===== config.mk =====
export PLATFORM = sky130hd
export DESIGN_NAME = aux_ale_ctl
export DESIGN_NICKNAME = d
export VERILOG_FILES = /design/src/rtl/aux_ale_pkg.sv /design/src/rtl/aux_rst_sync.sv /design/src/rtl/aux_sfr_reg.sv /design/src/rtl/aux_phase_ctr.sv /design/src/rtl/aux_ale_gen.sv /design/src/rtl/aux_ale_ctl.sv
export SDC_FILE = /design/constraint.sdc
export NUM_CORES = 1
export LEC_CHECK = 0
export BUFFER_PORTS_ARGS = -buffer_cell sky130_fd_sc_hd__buf_2
export CAP_MARGIN = 20
export CORE_AREA = 4 4 41 43
export DETAILED_ROUTE_END_ITERATION = 8
export DIE_AREA = 0 0 45 47
export PLACE_DENSITY = 0.7
export SYNTH_ARGS = -nofsm -noshare
export SYNTH_HDL_FRONTEND = slang
export SYNTH_SLANG_ARGS = --single-unit

===== constraint.sdc =====
create_clock -name clk -period 0.8 [get_ports clk]
set_clock_uncertainty 0.05 [all_clocks]
set_input_delay 0.04 -clock clk [delete_from_list [all_inputs] [get_ports clk]]
set_output_delay 0.04 -clock clk [all_outputs]
set_load 0.02 [all_outputs]

===== src/rtl/aux_ale_pkg.sv =====
package aux_ale_pkg;

  localparam int AO_BIT   = 0;
  localparam int PUMP_BIT = 1;
  localparam int FIX_BIT  = 2;

  typedef struct packed {
    logic pump;
    logic ao;
  } aux_ctl_t;

  localparam aux_ctl_t CTL_RST = '{pump: 1'b1, ao: 1'b0};

endpackage


===== src/rtl/aux_rst_sync.sv =====
module aux_rst_sync #(
  parameter int STAGES = 2
) (
  input  logic clk,
  input  logic rst_n,
  output logic srst_n
);

  logic [STAGES-1:0] sync_q;
  logic [STAGES-1:0] sync_d;

  always_comb begin
    sync_d = {sync_q[STAGES-2:0], 1'b1};
  end

  always_ff @(posedge clk or negedge rst_n) begin
    if (!rst_n) sync_q <= '0;
    else        sync_q <= sync_d;
  end

  assign srst_n = sync_q[STAGES-1];

endmodule


===== src/rtl/aux_sfr_reg.sv =====
module aux_sfr_reg
  import aux_ale_pkg::*;
#(
  parameter int                ADDR_W   = 8,
  parameter int                DATA_W   = 8,
  parameter logic [ADDR_W-1:0] REG_ADDR = 8'h8E
) (
  input  logic              clk,
  input  logic              rst_n,
  input  logic [ADDR_W-1:0] addr_i,
  input  logic [DATA_W-1:0] wdata_i,
  input  logic              we_i,
  input  logic              re_i,
  output logic [DATA_W-1:0] rdata_o,
  output aux_ctl_t          ctl_o
);

  aux_ctl_t ctl_q;
  aux_ctl_t ctl_d;
  logic     hit;
  logic     wr_en;

  assign hit   = (addr_i == REG_ADDR);
  assign wr_en = we_i && hit;

  always_comb begin
    ctl_d = ctl_q;
    if (wr_en) begin
      ctl_d.ao   = wdata_i[AO_BIT];
      ctl_d.pump = wdata_i[PUMP_BIT];
    end
  end

  always_ff @(posedge clk or negedge rst_n) begin
    if (!rst_n)     ctl_q <= CTL_RST;
    else if (wr_en) ctl_q <= ctl_d;
  end

  always_comb begin
    rdata_o = '0;
    if (re_i && hit) begin
      rdata_o[AO_BIT]   = ctl_q.ao;
      rdata_o[PUMP_BIT] = ctl_q.pump;
      rdata_o[FIX_BIT]  = 1'b1;
    end
  end

  assign ctl_o = ctl_q;

  // unselected reads return zero
  p_rd_idle_r1: assert property (@(posedge clk) disable iff (!rst_n)
    !(re_i && hit) |-> (rdata_o == '0));

  // reserved read-back bits are fixed
  p_rd_fixed_r3: assert property (@(posedge clk) disable iff (!rst_n)
    (re_i && hit) |-> (rdata_o[DATA_W-1:FIX_BIT] == {{(DATA_W-FIX_BIT-1){1'b0}}, 1'b1}));

  // a hit with reserved ones still loads exactly the two fields
  p_rsvd_wr_r3: assert property (@(posedge clk) disable iff (!rst_n)
    (wr_en && (|wdata_i[DATA_W-1:FIX_BIT])) |=>
      (ctl_q == {$past(wdata_i[PUMP_BIT]), $past(wdata_i[AO_BIT])}));

  // no write hit, no change
  p_miss_hold_r4: assert property (@(posedge clk) disable iff (!rst_n)
    !wr_en |=> $stable(ctl_q));

endmodule


===== src/rtl/aux_phase_ctr.sv =====
module aux_phase_ctr #(
  parameter int CYC_LEN = 6
) (
  input  logic clk,
  input  logic rst_n,
  output logic wrap_o
);

  localparam int                PH_W = (CYC_LEN > 1) ? $clog2(CYC_LEN) : 1;
  localparam logic [PH_W-1:0]   LAST = PH_W'(CYC_LEN - 1);

  logic [PH_W-1:0] ph_q;
  logic [PH_W-1:0] ph_d;

  assign wrap_o = (ph_q == LAST);

  always_comb begin
    if (wrap_o) ph_d = '0;
    else        ph_d = ph_q + 1'b1;
  end

  always_ff @(posedge clk or negedge rst_n) begin
    if (!rst_n) ph_q <= LAST;
    else        ph_q <= ph_d;
  end

  // phase never leaves the machine cycle
  p_phase_range_r6: assert property (@(posedge clk) disable iff (!rst_n)
    ph_q <= LAST);

  // a boundary is followed by phase zero
  p_phase_wrap_r6: assert property (@(posedge clk) disable iff (!rst_n)
    wrap_o |=> (ph_q == '0));

endmodule


===== src/rtl/aux_ale_gen.sv =====
module aux_ale_gen (
  input  logic clk,
  input  logic rst_n,
  input  logic wrap_i,
  input  logic gated_i,
  input  logic busy_i,
  output logic ale_o
);

  logic ale_q;
  logic ale_d;

  always_comb begin
    ale_d = wrap_i && (!gated_i || busy_i);
  end

  always_ff @(posedge clk or negedge rst_n) begin
    if (!rst_n) ale_q <= 1'b0;
    else        ale_q <= ale_d;
  end

  assign ale_o = ale_q;

  // every pulse is one clock wide
  p_ale_width_r6: assert property (@(posedge clk) disable iff (!rst_n)
    ale_o |=> !ale_o);

  // free mode always pulses after a boundary
  p_free_pulse_r6: assert property (@(posedge clk) disable iff (!rst_n)
    (wrap_i && !gated_i) |=> ale_o);

  // gated mode without busy stays low
  p_gated_idle_r7: assert property (@(posedge clk) disable iff (!rst_n)
    (wrap_i && gated_i && !busy_i) |=> !ale_o);

  // pulses only occupy the slot after a boundary
  p_slot_only_r8: assert property (@(posedge clk) disable iff (!rst_n)
    ale_o |-> $past(wrap_i));

endmodule


===== src/rtl/aux_ale_ctl.sv =====
module aux_ale_ctl
  import aux_ale_pkg::*;
#(
  parameter int                ADDR_W    = 8,
  parameter int                DATA_W    = 8,
  parameter logic [ADDR_W-1:0] REG_ADDR  = 8'h8E,
  parameter int                CYC_LEN   = 6,
  parameter int                RST_STAGE = 2
) (
  input  logic              clk,
  input  logic              rst_n,
  input  logic [ADDR_W-1:0] sfr_addr,
  input  logic [DATA_W-1:0] sfr_wdata,
  input  logic              sfr_we,
  input  logic              sfr_re,
  input  logic              xmem_busy,
  output logic [DATA_W-1:0] sfr_rdata,
  output logic              ale_o,
  output logic              pump_en_o
);

  logic     srst_n;
  logic     wrap;
  aux_ctl_t ctl;

  aux_rst_sync #(.STAGES(RST_STAGE)) u_rst (
    .clk    (clk),
    .rst_n  (rst_n),
    .srst_n (srst_n)
  );

  aux_sfr_reg #(
    .ADDR_W   (ADDR_W),
    .DATA_W   (DATA_W),
    .REG_ADDR (REG_ADDR)
  ) u_reg (
    .clk     (clk),
    .rst_n   (srst_n),
    .addr_i  (sfr_addr),
    .wdata_i (sfr_wdata),
    .we_i    (sfr_we),
    .re_i    (sfr_re),
    .rdata_o (sfr_rdata),
    .ctl_o   (ctl)
  );

  aux_phase_ctr #(.CYC_LEN(CYC_LEN)) u_ph (
    .clk    (clk),
    .rst_n  (srst_n),
    .wrap_o (wrap)
  );

  aux_ale_gen u_ale (
    .clk     (clk),
    .rst_n   (srst_n),
    .wrap_i  (wrap),
    .gated_i (ctl.ao),
    .busy_i  (xmem_busy),
    .ale_o   (ale_o)
  );

  assign pump_en_o = ctl.pump;

  // pump level matches the read-back field
  p_pump_rd_r5: assert property (@(posedge clk) disable iff (!srst_n)
    (sfr_re && sfr_addr == REG_ADDR) |-> (sfr_rdata[PUMP_BIT] == pump_en_o));

  // strobe silent while held in reset
  p_rst_quiet_r2: assert property (@(posedge clk)
    !srst_n |-> !ale_o);

endmodule


======== Word-level counts from Yosys, hierarchy flattened ========
Cells that the tools add are included.
word-level totals
  output and inout port bits .............. 10
  logic and storage cells ................. 15
  bits in registers ....................... 8
cells by class
  add/sub/neg operators ................... 1
  muxes and demuxes ....................... 2
  equal/unequal tests ..................... 2
  reduce and logical (&&, ||, !) cells .... 5
operator list
  kind                                                           number
  8-bit == test, second input constant                           1
  3-bit two-way mux                                              2
  3-bit by 1-bit adder with 3-bit output, second input constant  1
  3-bit == test, second input constant                           1
  1-bit logical AND                                              3
  1-bit zero test                                                1
  1-bit logical OR                                               1

======== Depth between registers and ports, before layout ========
Gate-level depths: netlist of the first run.
  depth after elaboration ................. 3
  depth in mapped cells ................... 3
  mapped depth without buffers ............ 3

======== Hierarchy ========
Synthesis of the first run repeated with hierarchy kept, for this count alone.
unflattened totals
  cells, all modules ...................... 35
  area total of the unflattened synthesis .. 391.6 um2
modules (own cells, without submodules)
  module         cells each  area an instance (um2)  seq. area each (um2)  instances
  aux_sfr_reg    19          182.7                   51.3                  1
  aux_phase_ctr  10          118.9                   77.6                  1
  aux_rst_sync   3           53.8                    50.0                  1
  aux_ale_gen    3           36.3                    25.0                  1

======== Worst setup path after synthesis of the first run ========
OpenSTA, ideal clock, no wires.
  path type ............................... flip-flop to output port
  from .................................... register u_reg.ctl_q, in the netlist u_reg.ctl_o[1]
  to ...................................... output sfr_rdata[1]
  data arrival time ....................... 0.923 ns
  path buffers ............................ 0
  path slack .............................. -0.213 ns
  stages on the path, launching flop included .. 3
  cell sequence ........................... dfstp_2 > inv_1 > nor2_1
on the way
  cells in the longest elaborated chain, start to end .. 1
RTL lines
  item                      RTL line           source
  start: declaration        aux_sfr_reg.sv:18  aux_ctl_t ctl_q;
  start signal: assignment  aux_sfr_reg.sv:36  else if (wr_en) ctl_q <= ctl_d;
  3-bit two-way mux         aux_sfr_reg.sv:41  if (re_i && hit) begin
  end: declaration          aux_ale_ctl.sv:17  output logic [DATA_W-1:0] sfr_rdata,
No other way between the ends.

======== Worst setup path in the final report of the first run ========
Ends and elaborated chain as after synthesis.

==> results of run 1 <==
==> flip-flops by register name (all words and copies together) (netlist names) <==
name	flops
u_ph.ph_q	3
u_reg.ctl_o	2
u_rst.sync_q	2
u_ale.ale_o	1
==> path summary, 6_finish.rpt <==
check / from / end / slack [ns] / cells after the start
min: sfr_wdata[1] / u_reg.ctl_o[1] / -0.06 / 2
max reg2reg: u_ph.ph_q[0] / u_ale.ale_o / -0.11 / 2
max in group asynchronous: u_rst.sync_q[1] / u_ph.ph_q[2] / 0.40 / 0
min reg2reg: u_rst.sync_q[1] / u_reg.ctl_o[0] / 0.04 / 0
max: u_reg.ctl_o[1] / sfr_rdata[1] / -0.32 / 3
min in group asynchronous: rst_n / u_rst.sync_q[0] / 0.04 / 2
==> layout make-up <==
class	count	area (sq um)
clock buffer	4	26.3
fill	125	677
inverter	4	15.0
multi-input combinational	21	191
sequential	8	204
tap	15	18.8
timing repair buffer	23	169
==> cells in the final DEF, fill, tap and decap left out, types with 2 or more instances in the layout <==
cell type,n
clkbuf_4,3
dfstp_2,3
conb_1,6
buf_4,2
inv_2,3
dfrtp_1,5
buf_6,7
buf_2,13
nor2_4,2
==> power by group through the flow <==
stage / clock network [mW] / logic [mW] / registers (mW)
2_1_floorplan: 0 / 0.0579 / 0.438
5_1_grt: 0.378 / 0.115 / 0.431
3_3_place_gp: 0 / 0.0864 / 0.434
6_report: 0.338 / 0.105 / 0.429
3_5_place_dp: 0 / 0.0891 / 0.434
4_1_cts: 0.355 / 0.106 / 0.429
==> cells by family (layout without fill, tap and decap cells) <==
family	after synthesis	in the layout
and+or+nand+nor	11	11
AOI/OAI and AO/OA	1	1
other	2	6
buffers and inverters	9	31
muxes	3	3
DFF	8	8
==> critical path, delay by kind of cell (launching register included) <==
family,cells,cell delay [ns]
flops,1,0.54
buf+inv,2,0.16
simple gates,1,0.07
==> stage by stage <==
| stage | instance area (sq um) | setup slack (ns) | utilization, % | TNS [ns] |
|---|---|---|---|---|
| floorplan | 417 | -0.106 | - | -0.475 |
| global placement | 508 | -0.279 | 39.0 | -1.51 |
| detailed placement | 508 | -0.327 | 39.0 | -1.71 |
| CTS | 611 | -0.330 | 46.9 | -1.42 |
| global route | 624 | -0.359 | 48.0 | -1.90 |
| finish | 624 | -0.315 | 48.0 | -1.37 |
==> repair_timing <==
action                                  in CTS  in global routing
buffers inserted                             1                  0
gates resized for setup                     16                  3
hold endpoints to repair                     4                  2
pin swaps                                    0                  4
endpoints found under the setup margin      10                 11
gates cloned                                 0                  0
==> per-layer routing <==
metal / vias up / global-route usage [%] / wire length (um)
met5: - / 0 / 0
met4: 0 / 8.77 / 29
met3: 5 / 5.75 / 70
met2: 13 / 15.5 / 409
met1: 134 / 8.45 / 264
li1: 149 / - / -
==> metrics.sh, run 1 <==
CRITPATHLAUNCHTYPE='register'
SYNTH.TOP_CELLS.BY_AREA='dfrtp_1 33%, dfstp_2 21%, buf_4 9.8%'
TIMING.CRITICAL_PATH.TO_TYPE='output pin'
SYN_AREA_SQ_UM=383
MUXSHAREOFSYNTHAREA_PCT=8.50
STARTING_DENSITY_OF_THE_CORE_PCT=29.4
REPORT.FINAL.SETUP_VIOL=11
CLOCK_INSERTION_DELAY_WORST_SKEW_NS=0.26
POWER_PER_CELL_AREA_nW_PER_UM2=1400
P_SW_mW=0.211
DRTITER0DRC=0
CLOCK_INPUT_TRANSITION_AT_THE_SEQUENTIAL_CELLS_OF_THE_WORST_SETUP_AND_HOLD_PATHS_NS=0.05
LARGEST_FAMILY_OF_LOGIC_CELLS_BY_SYNTHESIZED_AREA='simple AND/OR/NAND/NOR gates'
SEQUENTIALPOWERSHARE_PCT=49.2
FRACTION_OF_THE_MAPPED_NETLIST_AREA_IN_COMPOUND_GATES_PCT=1.31
TIMING_WORST_SETUP_PATH_TYPE='reg2out'
POST_SYNTH_AND_OR_NAND_NOR_AREA_FRACTION_PCT=21.2
CTS_INSERTED_BUFFERS=3
SYNTH_WARNINGS=0
TIMING.CRITICAL_PATH.CELLS='inv_2, nor2_4, buf_6'
HPWL_UM=622
POST_DRT_WL_PER_CELL_UM=10.3
SYN-INSTANCE-COUNT=34
FINAL_MIN_PERIOD_OVER_CLOCK_PERIOD_PCT=139
QUANTITY_OF_I_O_BUFFERS_INSERTED_ON_PORTS=19
DP.CELLS=69
NETS=82
BOUNDARYPINS=31
DETAIL-ROUTE-ANTENNA-NETS=0
DRC=0
CHIPWIDTH_UM=45
SYNTHDOMINANTAREACELLTYPE='dfrtp_1'
WORST_EP_ARRIVAL_TIME_NS=1.03
POST_SYNTH_FA_HA_MAJ_AREA_FRACTION_PCT=0
CLK_PATH_BUF_DEPTH=2
TOTALWIRELENGTH_UM=774
WORST_IR_DROP_VDD_uV=981
FINALWORSTPATHREQUIREDPERIOD_NS=1.12
CLOCK_NET_SINK_COUNT=8
TRITONCTS='built'
PIN_COUNT_OF_THE_BIGGEST_NET_ENTERING_GLOBAL_ROUTING=7
VIOLATIONS='hold timing, setup timing'
SYNTH_ENABLE_FLOP_CELLS=0
CPMAXSTAGEDELAYCELL='dfstp_2'
FLOORPLAN.CORE_AREA_SQ_UM=1300
P_COMB_SHARE_PCT=12.0
RESULT_OF_THE_RUN='finished with violations'
DRIVE_ABOVE_1_SHARE_PCT=68.3
SYNTH_TOP_CELLS_BY_COUNT='5 x buf_4, 5 x dfrtp_1, 4 x inv_1'
SYNTHTOLAYOUTAREAGROWTH_PCT=63.1
TIMING.MAX_CAP.VIOLATIONS=0
FMAXACHIEVABLE_GHz=0.897
RSZ0062_AT_GRT='yes'
DIE_H_UM=47
CP.REQUIRED_NS=0.71
HTREE_NUM_LEVELS=1
TOTAL_LEAKAGE_POWER_nW=0.293
HOLDBUFCOUNTCTS=1
POWER_mW=0.872
GRT_PASS1_VIAS=316
PLACEMENTROWS=13
VIAS_PER_CELL=4.01
FINALHOLDWORSTSLACK_NS=-0.0562
LARGEST_STAGE_DELAY_WORST_PATH_NS=0.54
SYNTH.FF_LATCH_COUNT=8
AVGSYNTHCELLAREA_SQ_UM=11.3
INTPOWER_mW=0.661
ASYNC_SET_RESET_FLOP_SHARE_OUT_OF_SYNTHESIS_PCT=100
YOSYSTOPAREACELLSHARE_PCT=32.7
DETAILROUTE.VIA_COUNT=301
GRT-OVFL-TOTAL=0
HOLD_VIOLATIONS=2
POWER.SWITCHING_FRACTION_PCT=24.2
DIE_OUTLINE_AREA_SQ_UM=2120
SYNTH-MAIN-FF-CELL='dfrtp_1'
REPORT.FINAL.SLEW_VIOL_COUNT=0
SYNTH-SEQ-AREA-SHARE_PCT=53.3
P_CLK_SHARE_PCT=38.8
ROOT_BUFFER='clkbuf_4'
FIN_WS_NS=-0.315
GRT_PASS1_WL_MM=1.26
DRTPASS1ITERATIONS=1
GPL.FINAL_WEIGHTED_CONGESTION=0.728
GRT_UTIL_ALL_LAYERS_PCT=9.66
YOSYS.CELL_TYPES.COUNT=16
WORSTHOLDPATHTYPE='in2reg'
YOSYS.AREA_SHARE.XOR_XNOR_PCT=0
WORST-PATH-MAX-FANOUT=3
ANTENNA-DIODE-COUNT=0
FINAL_CELL_COUNT_NO_FILL=75
NUMBER_OF_ANTENNA_VIOLATIONS_AT_THE_FIRST_CHECK_IN_GLOBAL_ROUTING=0
(Power assumes the default switching activity.)
==> inputs of run 2 (changes only) <==
Settings changed: SKIP_LAST_GASP set to 1.
==> run 2 against run 1 <==
Against the previous run:
- the flow still finishes with violations (hold timing, setup timing)
- combinational power is 4% higher
- critical path type unchanged
- core utilization increased by 0.58 points
- total power rose by 0.46%
- global-route usage stayed put
- die area is the same
==> metrics.sh, run 2 (synthesis gave the netlist of run 1 again) <==
RESULT_OF_THE_RUN='finished with violations'  # unchanged
VIOLATIONS='hold timing, setup timing'  # unchanged
FILLERINSTANCES=123  # was 125
POWER_PER_CELL_AREA_nW_PER_UM2=1390  # was 1400 nW/um^2
GRT_UTIL_ALL_LAYERS_PCT=9.66  # unchanged
R2R_SLACK_NS=-0.11  # about the same
NETS=83  # was 82
FMAXACHIEVABLE_GHz=0.896  # was 0.897 GHz
POST_DRT_WL_PER_CELL_UM=10.3  # about the same
GRT_UTIL_MET2_PCT=15.5  # unchanged
CLOCK_INSERTION_DELAY_WORST_SKEW_NS=0.26  # about the same
HPWL_UM=622  # unchanged
STARTING_DENSITY_OF_THE_CORE_PCT=29.4  # unchanged
WORST-PATH-MAX-FANOUT=3  # unchanged
FINAL_MIN_PERIOD_OVER_CLOCK_PERIOD_PCT=139  # about the same
LARGEST_REGISTER='u_ph.ph_q'  # unchanged
HTREE_NUM_LEVELS=1  # unchanged
GRT.MET1_USAGE_PCT=8.45  # unchanged
FINAL_CELL_COUNT_NO_FILL=76  # was 75
CP_TOP_FAMILY='flip-flops'  # unchanged
GRT_UTIL_MET3_PCT=5.75  # unchanged
DRTPASS1ITERATIONS=1  # unchanged
WORST_IR_DROP_VDD_uV=982  # was 981 uV
TRITONCTS='built'  # unchanged
DETAILROUTE.VIA_COUNT=305  # was 301
REPORT.FINAL.SLEW_VIOL_COUNT=0  # unchanged
FINISH.UTILIZATION_PCT=48.6  # was 48.0%
BOUNDARYPINS=31  # unchanged
LARGEST_STAGE_DELAY_WORST_PATH_NS=0.54  # about the same
LAYOUT_COMMONEST_CELL='buf_2'  # unchanged
GRT-OVFL-TOTAL=0  # unchanged
HOLD_VIOLATIONS=2  # unchanged
LAYOUT.CELLS.MOST_COMMON_LIST='13 x buf_2, 7 x buf_6, 6 x conb_1'  # unchanged
SYNTHTOLAYOUTAREAGROWTH_PCT=65.0  # was 63.1%
DRTITER0DRC=0  # unchanged
GPL.FINAL_WEIGHTED_CONGESTION=0.728  # unchanged
GRT_PASS1_VIAS=316  # unchanged
FIN_WS_NS=-0.316  # was -0.315 ns
QUANTITY_OF_I_O_BUFFERS_INSERTED_ON_PORTS=19  # unchanged
ROOT_BUFFER='clkbuf_4'  # unchanged
VIAS_PER_CELL=4.01  # about the same
TIMING.MAX_CAP.VIOLATIONS=0  # unchanged
FINALWORSTPATHREQUIREDPERIOD_NS=1.12  # about the same
TIMING.CRITICAL_PATH.CELLS='inv_2, nor2_4, buf_6'  # unchanged
HOLDBUFCOUNTCTS=1  # unchanged
REPORT.FINAL.SETUP_VIOL=11  # unchanged
TIMING_WORST_SETUP_PATH_TYPE='reg2out'  # unchanged
WORST_EP_ARRIVAL_TIME_NS=1.03  # about the same
PIN_COUNT_OF_THE_BIGGEST_NET_ENTERING_GLOBAL_ROUTING=7  # unchanged
DIE_H_UM=47  # unchanged
CPMAXSTAGEDELAYCELL='dfstp_2'  # unchanged
CLOCK_INPUT_TRANSITION_AT_THE_SEQUENTIAL_CELLS_OF_THE_WORST_SETUP_AND_HOLD_PATHS_NS=0.05  # about the same
DRIVE_ABOVE_1_SHARE_PCT=68.9  # was 68.3%
WORSTHOLDPATHTYPE='in2reg'  # unchanged
CRITICAL_PATH_BUF_INV_COUNT=2  # unchanged
GLOBALROUTE.BUSIESTLAYER='met2'  # unchanged
DETAIL-ROUTE-ANTENNA-NETS=0  # unchanged
FLOORPLAN.CORE_AREA_SQ_UM=1300  # unchanged
DP.CELLS=69  # unchanged
CTS_INSERTED_BUFFERS=3  # unchanged
CLK_PATH_BUF_DEPTH=2  # unchanged
TIMING.CRITICAL_PATH.TO_TYPE='output pin'  # unchanged
GRT_PASS1_WL_MM=1.26  # unchanged
CLOCK_NET_SINK_COUNT=8  # unchanged
FINALHOLDWORSTSLACK_NS=-0.0565  # was -0.0562 ns
PLACE_WORST_SETUP_SLACK_NS=-0.327  # unchanged
DIE_OUTLINE_AREA_SQ_UM=2120  # unchanged
DRC=0  # unchanged
ANTENNA-DIODE-COUNT=0  # unchanged
CP.REQUIRED_NS=0.71  # about the same
LARGEST_REGISTER_FF_COUNT=3  # unchanged
RSZ0062_AT_GRT='yes'  # unchanged
TOTALWIRELENGTH_UM=786  # was 774 um
CHIPWIDTH_UM=45  # unchanged
CRITPATHLAUNCHTYPE='register'  # unchanged
TOTAL_LEAKAGE_POWER_nW=0.297  # was 0.293 nW
PLACEMENTROWS=13  # unchanged
NUMBER_OF_ANTENNA_VIOLATIONS_AT_THE_FIRST_CHECK_IN_GLOBAL_ROUTING=0  # unchanged
==> run 2: changes by cell type in the layout (fill, tap and decap cells not counted), sizes merged <==
cell | before | now
buf | 22 | 23
==> run 2: final timing paths <==
kind / startpoint / to / cells after the start
worst min-delay path: sfr_wdata[1] / u_reg.ctl_o[1] / 2
worst max-delay path: u_reg.ctl_o[1] / sfr_rdata[1] / 3
max in group asynchronous: u_rst.sync_q[1] / u_ph.ph_q[2] / 0
min in group asynchronous: rst_n / u_rst.sync_q[0] / 2
worst min register to register: u_rst.sync_q[1] / u_reg.ctl_o[0] / 0
worst max register to register: u_ph.ph_q[0] / u_ale.ale_o / 2
==> run 2: per-layer routing <==
metal  vias up  wire, um
met5         -         0
met4         0        29
met2        13       420
li1        151         -
met1       136       265
met3         5        70
==> run 2: what timing repair did <==
action                     4_1_cts  5_1_grt
buffers inserted                 1        1
pin swaps                        0        4
setup endpoints to repair       10       11
gates resized for setup         13        6
hold endpoints to repair         4        2
==> run 2: layout make-up <==
class	instances	area (sq um)	area share [%]
clock buffer	4	26.3	4.16
inverter	4	15.0	2.38
multi-input combinational	21	191	30.3
sequential	8	204	32.3
tap	15	18.8	2.97
timing repair buffer	24	176	27.9
==> run 2: metrics by stage <==
step	TNS (ns)	instance area (sq um)	power, mW
3_5_place_dp	-1.71	508	0.524
4_1_cts	-1.47	604	0.890
6_report	-1.38	632	0.876
3_3_place_gp	-1.51	508	0.521
5_1_grt	-1.91	632	0.927
2_1_floorplan	-0.475	417	0.495
==> run 2: where the power goes <==
group	switching, mW	leakage [nW]	internal [mW]
sequential	0.0100	0.0922	0.419
combinational	0.0552	0.190	0.0534
clock	0.147	0.0150	0.191
total	0.212	0.297	0.663
